===== src/rtl/lfge_pkg.sv =====
package lfge_pkg;

    typedef enum logic [1:0] {
        CMD_RESET = 2'b00,
        CMD_WRITE = 2'b01,
        CMD_READ  = 2'b10,
        CMD_WAKE  = 2'b11
    } cmd_e;

    typedef enum logic [2:0] {
        S_IDLE,
        S_LEAD,
        S_MARK,
        S_SPACE,
        S_TAIL
    } state_e;

    function automatic int unsigned umax(input int unsigned a, input int unsigned b);
        return (a > b) ? a : b;
    endfunction

endpackage


===== src/rtl/lfge_frame_builder.sv =====
module lfge_frame_builder
    import lfge_pkg::*;
#(
    parameter int unsigned PW = 32,
    parameter int unsigned DW = 32,
    parameter int unsigned BW = 8,
    parameter int unsigned AW = 3,
    localparam int unsigned FW = 2 + PW + 1 + DW + AW,
    localparam int unsigned LW = $clog2(FW + 1)
) (
    input  cmd_e              op,
    input  logic              page,
    input  logic              pwd_en,
    input  logic [PW-1:0]     pwd,
    input  logic [DW-1:0]     data,
    input  logic [BW-1:0]     blk,
    output logic [FW-1:0]     frame,
    output logic [LW-1:0]     len
);

    logic [FW-1:0] acc;
    logic [LW-1:0] n;
    logic          regsel;

    assign regsel = (blk == {BW{1'b1}});

    always_comb begin
        acc = '0;
        n   = '0;
        unique case (op)
            CMD_RESET: begin
                acc = '0;
                n   = LW'(2);
            end
            CMD_WAKE: begin
                acc = FW'(2'b10);
                n   = LW'(2);
                acc = (acc << PW) | FW'(pwd);
                n   = n + LW'(PW);
            end
            CMD_WRITE: begin
                acc = FW'({1'b1, page});
                n   = LW'(2);
                if (pwd_en) begin
                    acc = (acc << PW) | FW'(pwd);
                    n   = n + LW'(PW);
                end
                acc = acc << 1;
                n   = n + LW'(1);
                acc = (acc << DW) | FW'(data);
                n   = n + LW'(DW);
                acc = (acc << AW) | FW'(blk[AW-1:0]);
                n   = n + LW'(AW);
            end
            CMD_READ: begin
                acc = FW'({1'b1, page});
                n   = LW'(2);
                if (pwd_en) begin
                    acc = (acc << PW) | FW'(pwd);
                    n   = n + LW'(PW);
                end
                acc = acc << 1;
                n   = n + LW'(1);
                if (!regsel) begin
                    acc = (acc << AW) | FW'(blk[AW-1:0]);
                    n   = n + LW'(AW);
                end
            end
            default: begin
                acc = '0;
                n   = LW'(2);
            end
        endcase
        frame = acc << (LW'(FW) - n);
        len   = n;
    end

endmodule


===== src/rtl/lfge_seg_timer.sv =====
module lfge_seg_timer #(
    parameter int unsigned CW = 15
) (
    input  logic          clk,
    input  logic          rst_n,
    input  logic          load,
    input  logic [CW-1:0] load_val,
    input  logic          tick,
    output logic          expire
);

    logic [CW-1:0] cnt_q;

    assign expire = tick && (cnt_q == CW'(1));

    always_ff @(posedge clk or negedge rst_n) begin
        if (!rst_n) begin
            cnt_q <= '0;
        end else if (load) begin
            cnt_q <= load_val;
        end else if (tick && (cnt_q != '0)) begin
            cnt_q <= cnt_q - CW'(1);
        end
    end

endmodule


===== src/rtl/lf_gap_encoder.sv =====
module lf_gap_encoder
    import lfge_pkg::*;
#(
    parameter int unsigned T_START  = 248,
    parameter int unsigned T_GAP    = 160,
    parameter int unsigned T_ZERO   = 144,
    parameter int unsigned T_ONE    = 400,
    parameter int unsigned T_SETTLE = 416,
    parameter int unsigned T_HOLD   = 20000
) (
    input  logic        clk,
    input  logic        rst_n,
    input  logic        tick_us,
    input  logic        req_valid,
    output logic        req_ready,
    input  logic [1:0]  req_op,
    input  logic        req_page,
    input  logic        req_pwd_en,
    input  logic [31:0] req_pwd,
    input  logic [31:0] req_data,
    input  logic [7:0]  req_block,
    output logic        field_en,
    output logic        busy,
    output logic        done
);

    localparam int unsigned PW   = 32;
    localparam int unsigned DW   = 32;
    localparam int unsigned BW   = 8;
    localparam int unsigned AW   = 3;
    localparam int unsigned FW   = 2 + PW + 1 + DW + AW;
    localparam int unsigned LW   = $clog2(FW + 1);
    localparam int unsigned MAXD = umax(umax(umax(T_START, T_GAP), umax(T_ZERO, T_ONE)),
                                        umax(T_SETTLE, T_HOLD));
    localparam int unsigned CW   = $clog2(MAXD + 1);

    state_e        state_q, state_d;
    cmd_e          op_q;
    logic [FW-1:0] frm_q;
    logic [LW-1:0] left_q;
    logic          park_q;
    logic          done_q;

    logic [FW-1:0] frame_w;
    logic [LW-1:0] len_w;
    logic          load;
    logic [CW-1:0] load_val;
    logic          expire;
    logic          capture;
    logic          shift;
    logic          fin;

    lfge_frame_builder #(
        .PW (PW),
        .DW (DW),
        .BW (BW),
        .AW (AW)
    ) u_frame (
        .op     (cmd_e'(req_op)),
        .page   (req_page),
        .pwd_en (req_pwd_en),
        .pwd    (req_pwd),
        .data   (req_data),
        .blk    (req_block),
        .frame  (frame_w),
        .len    (len_w)
    );

    lfge_seg_timer #(
        .CW (CW)
    ) u_timer (
        .clk      (clk),
        .rst_n    (rst_n),
        .load     (load),
        .load_val (load_val),
        .tick     (tick_us),
        .expire   (expire)
    );

    function automatic logic [CW-1:0] mark_len(input logic b);
        return b ? CW'(T_ONE) : CW'(T_ZERO);
    endfunction

    // next-state and segment loading
    always_comb begin
        state_d  = state_q;
        load     = 1'b0;
        load_val = '0;
        capture  = 1'b0;
        shift    = 1'b0;
        fin      = 1'b0;
        unique case (state_q)
            S_IDLE: begin
                if (req_valid) begin
                    capture  = 1'b1;
                    state_d  = S_LEAD;
                    load     = 1'b1;
                    load_val = CW'(T_START);
                end
            end
            S_LEAD: begin
                if (expire) begin
                    state_d  = S_MARK;
                    load     = 1'b1;
                    load_val = mark_len(frm_q[FW-1]);
                end
            end
            S_MARK: begin
                if (expire) begin
                    state_d  = S_SPACE;
                    load     = 1'b1;
                    load_val = CW'(T_GAP);
                end
            end
            S_SPACE: begin
                if (expire) begin
                    load = 1'b1;
                    if (left_q == LW'(1)) begin
                        state_d  = S_TAIL;
                        load_val = ((op_q == CMD_WRITE) || (op_q == CMD_WAKE))
                                   ? CW'(T_HOLD) : CW'(T_SETTLE);
                    end else begin
                        state_d  = S_MARK;
                        shift    = 1'b1;
                        load_val = mark_len(frm_q[FW-2]);
                    end
                end
            end
            S_TAIL: begin
                if (expire) begin
                    state_d = S_IDLE;
                    fin     = 1'b1;
                end
            end
            default: begin
                state_d = S_IDLE;
            end
        endcase
    end

    // state and datapath registers
    always_ff @(posedge clk or negedge rst_n) begin
        if (!rst_n) begin
            state_q <= S_IDLE;
            op_q    <= CMD_RESET;
            frm_q   <= '0;
            left_q  <= '0;
            park_q  <= 1'b0;
            done_q  <= 1'b0;
        end else begin
            state_q <= state_d;
            done_q  <= fin;
            if (capture) begin
                frm_q  <= frame_w;
                left_q <= len_w;
                op_q   <= cmd_e'(req_op);
                park_q <= (cmd_e'(req_op) != CMD_WRITE);
            end else if (shift) begin
                frm_q  <= frm_q << 1;
                left_q <= left_q - LW'(1);
            end
        end
    end

    // outputs
    always_comb begin
        unique case (state_q)
            S_IDLE: begin
                field_en  = park_q;
                busy      = 1'b0;
                req_ready = 1'b1;
            end
            S_MARK, S_TAIL: begin
                field_en  = 1'b1;
                busy      = 1'b1;
                req_ready = 1'b0;
            end
            default: begin
                field_en  = 1'b0;
                busy      = 1'b1;
                req_ready = 1'b0;
            end
        endcase
        done = done_q;
    end

endmodule


===== config.mk =====
export PLATFORM = sky130hd
export DESIGN_NAME = lf_gap_encoder
export DESIGN_NICKNAME = d
export VERILOG_FILES = /design/src/rtl/lfge_pkg.sv /design/src/rtl/lfge_frame_builder.sv /design/src/rtl/lfge_seg_timer.sv /design/src/rtl/lf_gap_encoder.sv
export SDC_FILE = /design/constraint.sdc
export NUM_CORES = 1
export LEC_CHECK = 0
export CORE_AREA = 5 5 138 140
export CTS_BUF_LIST = sky130_fd_sc_hd__clkbuf_4
export DETAILED_ROUTE_END_ITERATION = 7
export DIE_AREA = 0 0 143 145
export PLACE_DENSITY = 0.7
export SLEW_MARGIN = 10
export SYNTH_ARGS = -nofsm -noshare
export SYNTH_HDL_FRONTEND = slang
export SYNTH_SLANG_ARGS = --single-unit
export TNS_END_PERCENT = 50

===== constraint.sdc =====
create_clock -name clk -period 6.85 [get_ports clk]
set_input_delay 1.0275 -clock clk [delete_from_list [all_inputs] [get_ports clk]]
set_output_delay 1.0275 -clock clk [all_outputs]
set_load 0.1 [all_outputs]

Word level (Yosys, flattened, before mapping)
Index checks and enable logic that the tools add are counted.

cells by class
  add/subtract/negate cells = 8
  multiply operators = 0
  div/mod/pow operators = 0
  $lt $le $gt $ge = 0
  equal/unequal tests = 18
  shifts and indexed selects = 1
  mux-type cells = 43
  bitwise gates (word level) = 4
  reductions and logical operators = 11

operators by type and width
  operator                 number
  $pmux W70 S4             1
  $mux W70                 3
  $or A70 B3 Y70           2
  $mux W15                 5
  $shl A70 B7 Y70          1
  $mux W69                 1
  $mux W34                 2
  $or A67 B32 Y67          1
  $pmux W15 S4             1
  $mux W7                  5
  $or A34 B32 Y34          1
  $pmux W7 S4              1
  $mux W9                  3
  $mux W3                  6
  $mux W8                  2
  $eq A15 B1 Y1 const B    1
  $pmux W3 S5              1
  $reduce_bool A15 Y1      1
  $sub A15 B1 Y15 const B  1
  $add A7 B1 Y7 const B    2
  $add A7 B2 Y7 const B    2
  $ne A2 B2 Y1 const B     5
  $mux W1                  9
  $eq A8 B8 Y1 const B     1
  20 further kinds         27

storage, ports and cells
  flip-flop bits (word level) = 99
  bits in latches = 0
  memory bits (writable) = 0
  bits in read-only memories = 0
  input port bits = 80
  output and inout port bits = 4
  memories = 0

Logic depth before layout (Yosys ltp)
Gate-level depths: netlist of the first run.

  depth in word-level cells = 9
  gate-level depth with buffers = 13
  mapped depth without buffers = 9

Hierarchy
Synthesis of the first run repeated with hierarchy kept, for this count alone.

second synthesis, totals
  cells, all modules = 1128
  area total of the unflattened synthesis = 8862.2 um2

modules (own cells, without submodules)
  module              times used  cells each  area each (um2)
  lf_gap_encoder      1           391         3940.0
  lfge_frame_builder  1           619         3932.5
  lfge_seg_timer      1           118         989.7

Worst setup path after synthesis of the first run
OpenSTA, ideal clock, no wires.

  kind = register to output
  from = reg state_q[2]
  to = out field_en
  arrival = 2973 ps
  data required time = 5822 ps
  slack = 2850 ps
  cell stages (with the launch flop) = 4
  path buffers = 1
  cells stage by stage = dfrtp_1 clkbuf_1 nor3_1 a211oi_1

on the way
  longest elaborated chain between the ends = 3
  elaborated cells on any way between the ends = 5

ends and longest elaborated chain
  item                                                 line                   text
  start: declaration                                   lf_gap_encoder.sv:37   state_e state_q, state_d;
  start signal: assignment                             lf_gap_encoder.sv:151  state_q <= state_d;
  $eq A3 B2 Y1 / $eq A3 B3 Y1 (equally long branches)  lf_gap_encoder.sv:167  unique case (state_q)
  $reduce_or A2 Y1                                     lf_gap_encoder.sv:167
  $pmux W1 S2 *                                        lf_gap_encoder.sv:167
  end: declaration                                     lf_gap_encoder.sv:22   output logic field_en,

Every way passes the cells marked *; elsewhere a longest branch is shown, timed or not.

Final worst setup path of the first run
  from = in req_op[1]
  to = reg frm_q[57]

on the way
  longest elaborated chain between the ends = 5
  elaborated cells on any way between the ends = 9

ends and longest elaborated chain
  item                                  line                      text
  start: declaration                    lf_gap_encoder.sv:16      input logic [1:0] req_op,
  $eq A2 B2 Y1 (tied with other cells)  lfge_frame_builder.sv:30  unique case (op)
  $pmux W7 S4                           lfge_frame_builder.sv:30
  $sub A7 B7 Y7                         lfge_frame_builder.sv:74  frame = acc << (LW'(FW) - n);
  $shl A70 B7 Y70 *                     lfge_frame_builder.sv:74
  $mux W70 *                            lf_gap_encoder.sv:153     if (capture) begin
  end signal: assignment                lf_gap_encoder.sv:154     frm_q <= frame_w;
  end signal: assignment                lf_gap_encoder.sv:159     frm_q <= frm_q << 1;
  end: declaration                      lf_gap_encoder.sv:39      logic [FW-1:0] frm_q;

Marks and branches as above.
A chain may end at the register's enable or synchronous reset.

==> out/qor.csv, run 1 <==
stage;metric;value;unit
cells_and_area;fraction of layout cells with a size suffix above 1;6.114;%
logic_synthesis;Yosys cell types;78;
timing;Period minus WS final;4.753;ns
cells_and_area;# nets final;1277;
clocking;TritonCTS clock tree;done;
floorplanning;core area;0.01772;mm2
route;final WL;36780;um
place;post-DP HPWL;26940;um
cells_and_area;ant diodes;0;
floorplanning;die area;0.02074;mm2
clocking;root buffer cell;clkbuf_4;
clocking;# Post-CTS Setup Buffers;0;
route;post-DR wirelength/cell;25.84;um
place;GPL Wtd Cong;1.026;
timing;unrepaired setup endpoints after global routing;no;
cells_and_area;fin area;0.009746;mm2
logic_synthesis;Post-synth EDFFs;0;
route;routed vias;10090;
clocking;later-pin clock latency in the skew report;0.50;ns
power;Internal;1.241;mW
timing;Final setup viols;0;
power;clock share of power;14.6;%
timing;Pins Over Slew Limit;0;
worst_setup_path;worst path required time;7.19;ns
timing;fmax;210.4;MHz
outcome;status;complete, no violations;
floorplanning;I/O Pins;84;
route;Via density;7.093;
cells_and_area;Synth-to-Final Area Change;12.70;%
floorplanning;row count;49;
clocking;CTS-repair resized insts;0;
clocking;CTS Sinks;98;
timing;setup ws final;2.097;ns
route;ANT nets after route;0;
power;Flop pwr share;47.6;%
power;Worst VDD drop;163.0;uV
worst_setup_path;Crit. End Element;register;
clocking;Clk pin slew, worst setup/hold paths;0.18;ns
power;Sw Ratio;40.05;%
logic_synthesis;flops & latches, synth;98;
worst_setup_path;Crit path arrival time;5.09;ns
global_routing;GRT Residual Overflow;0;
cells_and_area;most frequent cells in the layout;147 x nand2_1, 117 x o21ai_0, 101 x nor2_1;
logic_synthesis;yosys warns;0;
power;Leakage;3.715;nW
timing;final period utilization;69.38;%
place;dpl ws;1.816;ns
timing;Hold Vio Cnt, Final;0;
worst_setup_path;Crit Path Class;in2reg;
floorplanning;Die Ht;145;um
cells_and_area;# fillers;1743;
logic_synthesis;Mapped Area;0.008647;mm2
floorplanning;die width;143;um
global_routing;largest net degree at the start of global routing;75;
timing;relative slew slack;19.09;%
clocking;CTS buffer count;9;
worst_setup_path;startpoint types;input port;
timing;Post-Route Hold Slack;0.5075;ns
logic_synthesis;Avg Inst Size Synth;7.442;um2
power;sw power;0.8293;mW
cells_and_area;Final Util;55.00;%
global_routing;first-pass GRT wire length;56630;um
global_routing;GR Util All Layers;34.75;%
clocking;H-tree depth;3;
cells_and_area;commonest non-fill, non-tap cell in the layout;nand2_1;
power;power per cell area;212.5;mW/mm2
worst_setup_path;critical path fanouts, max;19;
route;# DRC;0;
timing;Worst Tran Pin Value;1.201;ns
logic_synthesis;Post-synth top flop;dfrtp_1;
global_routing;antenna violations before repair;0;
cells_and_area;Finished Layout Cells;1423;
floorplanning;Starting Density;48.80;%
timing;Fin Setup TNS;0;ns
logic_synthesis;synthesized net count;1250;
global_routing;number of global-route vias before repair;9437;
logic_synthesis;instance count of the mapped netlist;1162;
worst_hold_path;Min-Delay Path Class;in2async;
place;IO buf count;83;
power;combinational power share;37.8;%
place;placed inst area;0.009619;mm2
place;Placed Cells incl. Taps;1407;
route;initial drt markers;1617;
power;Power, Total;2.071;mW
route;DRT Pass-1 Iters;6;
flow_run;max cap viols;0;
clocking;hold buffers post-CTS;0;
logic_synthesis;asr flop ratio synth;100.0;%
timing;worst clock skew;0.02129;ns
logic_synthesis;sequential area share after synthesis;28.36;%
clocking;maximum buffer depth of the clock tree;2;
## power by group through the flow
stage	sequential, mW	combinational [mW]	clock (mW)
2_1_floorplan	0.946	0.533	0
3_3_place_gp	0.989	0.755	0
3_5_place_dp	0.996	0.767	0
4_1_cts	0.982	0.770	0.310
5_1_grt	1.02	0.862	0.330
6_report	0.986	0.783	0.302
## metal layers
metal / vias to the layer above / part of all wire (%) / GRT usage, %
met5: - / 0 / 0
met4: 0 / 5.7 / 14.31
met3: 169 / 11 / 7.141
met2: 682 / 45 / 54.02
met1: 4814 / 39 / 47.01
li1: 4428 / - / -
## worst max-delay path, cell delays in order
cell	delay (ns)
clkdlybuf4s50_1	0.63
inv_1	0.13
ha_1	0.39
nor2b_1	0.64
nand4_1	0.63
nand2_1	0.85
or4_1	0.26
o311ai_0	0.13
a221oi_1	0.30
a211oi_1	0.09
## state kept, by name (all words and copies together) (netlist names)
register       flops
done               1
frm_q             70
left_q             7
op_q               1
park_q             1
state_q            3
u_timer.cnt_q     15
## path summary, 6_finish.rpt
| check | cells past startpoint | to | slack, ns | from |
|---|---|---|---|---|
| worst max-delay path | 10 | frm_q[57]$_DFFE_PN0P_ | 2.10 | req_op[1] |
| worst min-delay path | 1 | done$_DFF_PN0_ | 0.51 | rst_n |
| worst max register to register | 9 | frm_q[50]$_DFFE_PN0P_ | 3.50 | u_timer.cnt_q[11]$_DFFE_PN0P_ |
| worst min register to register | 1 | frm_q[12]$_DFFE_PN0P_ | 0.51 | frm_q[12]$_DFFE_PN0P_ |
| max in group asynchronous | 2 | frm_q[64]$_DFFE_PN0P_ | 5.18 | rst_n |
| min in group clk | 1 | frm_q[12]$_DFFE_PN0P_ | 0.51 | frm_q[12]$_DFFE_PN0P_ |
## cell usage after synthesis, types with 8 or more instances
master / n / area (um2)
inv_1: 13 / 48.80
buf_2: 28 / 140.1
o22ai_1: 23 / 143.9
a31oi_1: 23 / 143.9
a21oi_1: 89 / 445.4
nand2b_1: 12 / 75.07
o211ai_1: 21 / 157.7
nor2_1: 101 / 379.1
buf_1: 11 / 41.29
a22oi_1: 27 / 202.7
clkbuf_1: 62 / 232.7
o2bb2ai_1: 8 / 70.07
a211oi_1: 13 / 97.59
nand3_1: 38 / 190.2
ha_1: 8 / 100.1
a22o_1: 13 / 113.9
o21a_1: 22 / 165.2
or3_1: 13 / 81.33
mux2i_1: 43 / 430.4
o21ai_0: 117 / 585.6
nor3_1: 34 / 170.2
and2_1: 8 / 50.05
a221oi_1: 12 / 105.1
dfrtp_1: 98 / 2452
nand2_1: 147 / 551.8
nand4_1: 17 / 106.4
o221ai_1: 8 / 70.07
a21o_1: 11 / 82.58
## final cells by class
type / count / area [um2] / area share, %
clock inverter: 7 / 58.81 / 0.6034
timing repair buffer: 118 / 1086 / 11.14
inverter: 15 / 56.30 / 0.5777
tap: 229 / 286.5 / 2.940
multi-input combinational: 947 / 5738 / 58.88
sequential: 98 / 2452 / 25.16
clock buffer: 9 / 67.56 / 0.6933
## cells by family after synthesis
logic type / after synthesis / share of synthesized area [%]
AOI/OAI and AO/OA: 468 / 35.87
xor gates and xnor gates: 13 / 1.317
adders and majority gates: 8 / 1.158
buffers and inverters: 117 / 5.527
DFF: 98 / 28.36
muxes: 48 / 5.629
and+or+nand+nor: 410 / 22.14
Note: power is estimated with default switching activity, not from simulation.
==> run 2, diff against run 1 <==
Settings changed: PLACE_DENSITY 0.7 to 0.73.
Clock period 6.85 ns to 3.9 ns, I/O delays scaled along.
==> run 2 against run 1 <==
Die area stayed put; power grew 80%; final cell count up 3.4%; combinational power is 84% higher; sequential power increased by 76%; critical path type unchanged; critical endpoint is now frm_q[36]$_DFFE_PN0P_; largest cell class unchanged.
==> out/qor.csv, run 2 (synthesis results as in run 1) <==
stage;metric;value;unit;change
clocking;H-tree depth;3;;unchanged
floorplanning;Starting Density;48.80;%;unchanged
outcome;status;complete, no violations;;
route;final WL;39120;um;+6.4%
clocking;maximum buffer depth of the clock tree;2;;unchanged
cells_and_area;area of the multi-input gates;0.005738;mm2;unchanged
cells_and_area;Largest regs;frm_q (70), u_timer.cnt_q (15), left_q (7);;
worst_setup_path;startpoint types;input port;;
flow_run;max cap viols;0;;unchanged
place;GPL Wtd Cong;1.078;;+5.0%
route;Via density;7.066;;-0.38%
place;post-DP HPWL;29360;um;+9.0%
clocking;# Post-CTS Setup Buffers;0;;unchanged
global_routing;antenna violations before repair;0;;unchanged
timing;Final setup viols;0;;unchanged
global_routing;number of global-route vias before repair;9958;;+5.5%
floorplanning;die width;143;um;unchanged
floorplanning;Die Ht;145;um;unchanged
timing;Worst Tran Pin Value;1.117;ns;-0.08363 ns
place;dpl ws;0.1802;ns;-1.636 ns
worst_setup_path;Crit path arrival time;3.76;ns;-1.33 ns
clocking;CTS buffer count;9;;unchanged
clocking;Clk pin slew, worst setup/hold paths;0.18;ns;about the same
cells_and_area;Synth-to-Final Area Change;17.60;%;
power;Leakage;3.975;nW;+7.0%
power;sw power;1.512;mW;+82%
floorplanning;row count;49;;unchanged
route;initial drt markers;1462;;-9.6%
timing;Fin Setup TNS;0;ns;unchanged
clocking;TritonCTS clock tree;done;;
timing;Period minus WS final;3.380;ns;
worst_hold_path;Min-Delay Path Class;in2async;;
timing;final period utilization;86.66;%;
power;Flop pwr share;46.7;%;-0.9 points
timing;unrepaired setup endpoints after global routing;no;;
floorplanning;I/O Pins;84;;unchanged
clocking;root buffer cell;clkbuf_4;;
cells_and_area;Sequential cell area;0.002452;mm2;unchanged
clocking;later-pin clock latency in the skew report;0.48;ns;-0.02 ns
cells_and_area;fin area;0.01017;mm2;+4.3%
worst_setup_path;Crit. End Element;register;;
worst_setup_path;critical path cell sequence;clkdlybuf4s50_1 > ha_2 > buf_4 > a22o_1 > nand2b_1 > o22ai_1 > o2bb2ai_1 > nand2_1 > o221a_2 > a221oi_1;;
power;Worst VDD drop;323.0;uV;+98%
route;routed vias;10390;;+3.0%
worst_setup_path;worst path required time;4.28;ns;-2.91 ns
cells_and_area;max reg flops;70;;unchanged
cells_and_area;most frequent cells in the layout;147 x nand2_1, 117 x o21ai_0, 101 x nor2_1;;
cells_and_area;# nets final;1325;;+3.8%
global_routing;GRT Residual Overflow;0;;unchanged
global_routing;GR Util All Layers;36.93;%;+2.2 points
timing;Hold Vio Cnt, Final;0;;unchanged
cells_and_area;ant diodes;0;;unchanged
clocking;CTS Sinks;98;;unchanged
route;# DRC;0;;unchanged
timing;setup ws final;0.5203;ns;-1.577 ns
worst_setup_path;slowest CP cell;clkdlybuf4s50_1;;
timing;worst clock skew;0.01810;ns;-0.003187 ns
worst_setup_path;Crit Path Class;in2reg;;
cells_and_area;most flop-heavy register;frm_q;;
worst_setup_path;critical path fanouts, max;24;;+5
power;clock share of power;14.7;%;about the same
cells_and_area;fraction of layout cells with a size suffix above 1;9.823;%;+3.7 points
worst_setup_path;Crit path largest cell delay;0.58;ns;-0.27 ns
route;ANT nets after route;0;;unchanged
power;Sw Ratio;40.58;%;+0.53 points
cells_and_area;# fillers;1722;;-1.2%
place;placed inst area;0.01004;mm2;+4.4%
clocking;CTS-repair resized insts;0;;unchanged
route;post-DR wirelength/cell;26.59;um;+2.9%
power;power per cell area;366.5;mW/mm2;+73%
timing;fmax;295.9;MHz;
place;IO buf count;83;;unchanged
floorplanning;die area;0.02074;mm2;unchanged
timing;Post-Route Hold Slack;0.2572;ns;-0.2503 ns
clocking;hold buffers post-CTS;0;;unchanged
global_routing;largest net degree at the start of global routing;86;;+15%
floorplanning;core area;0.01772;mm2;unchanged
cells_and_area;commonest non-fill, non-tap cell in the layout;nand2_1;;
route;DRT Pass-1 Iters;8;;+2
power;combinational power share;38.6;%;+0.8 points
power;Internal;2.215;mW;+78%
timing;Pins Over Slew Limit;0;;unchanged
global_routing;first-pass GRT wire length;59980;um;+5.9%
timing;relative slew slack;25.51;%;+6.4 points
==> run 2: cell types whose count changed in the layout (fill, tap and decap cells not counted), sizes merged <==
cell,delta
buf,+49
clkdlybuf4s50,-1
inv,-2
clkinv,+4
clkinvlp,-2
==> run 2: final cells by class <==
class / instances / share of cell area, %
clock inverters: 7 / 0.6029
well taps: 229 / 2.818
flip-flops and latches: 98 / 24.12
multi-input cells: 947 / 56.43
clock buffers: 9 / 0.6645
repair buffers: 166 / 14.81
inverters: 15 / 0.5537
==> run 2: per-layer routing <==
layer | GRT usage (%) | share of wire (%) | routed length (um)
met4 | 16.21 | 5.6 | 2181
met2 | 56.20 | 44 | 17340
met1 | 49.70 | 39 | 15210
met3 | 9.016 | 11 | 4384
met5 | 0 | 0 | 0
==> run 2: path summary, 6_finish.rpt <==
path / startpoint / end / slack [ns] / cells after the start
worst max-delay path: req_op[0] / frm_q[36]$_DFFE_PN0P_ / 0.52 / 10
worst min-delay path: rst_n / park_q$_DFFE_PN0P_ / 0.26 / 1
worst max register to register: u_timer.cnt_q[11]$_DFFE_PN0P_ / frm_q[33]$_DFFE_PN0P_ / 0.60 / 9
worst min register to register: frm_q[7]$_DFFE_PN0P_ / frm_q[7]$_DFFE_PN0P_ / 0.51 / 1
max in group asynchronous: rst_n / frm_q[24]$_DFFE_PN0P_ / 2.75 / 2
min in group clk: frm_q[7]$_DFFE_PN0P_ / frm_q[7]$_DFFE_PN0P_ / 0.51 / 1
==> run 2: critical path, delay by kind of cell <==
family                   cells  cell delay [ns]
AO/OA/AOI/OAI                5             1.45
adder cells (fa/ha/maj)      1             0.53
AND/OR/NAND/NOR              2             0.37
buffers and inverters        2             0.81
==> run 2: power groups by stage <==
stage	Combinational [mW]	Clock [mW]	Sequential [mW]
2_1_floorplan	0.936	0	1.66
3_3_place_gp	1.38	0	1.74
3_5_place_dp	1.40	0	1.76
4_1_cts	1.41	0.542	1.73
5_1_grt	1.57	0.585	1.79
6_report	1.44	0.546	1.74
==> run 2: through the flow <==
step	instances	total power [mW]	util, %
after global routing	1471	3.948	57.39
after global placement	1455	3.122	56.66
after floorplan	1162	2.597	-
after detailed placement	1455	3.161	56.66
after CTS	1471	3.685	57.39
final	1471	3.727	57.39
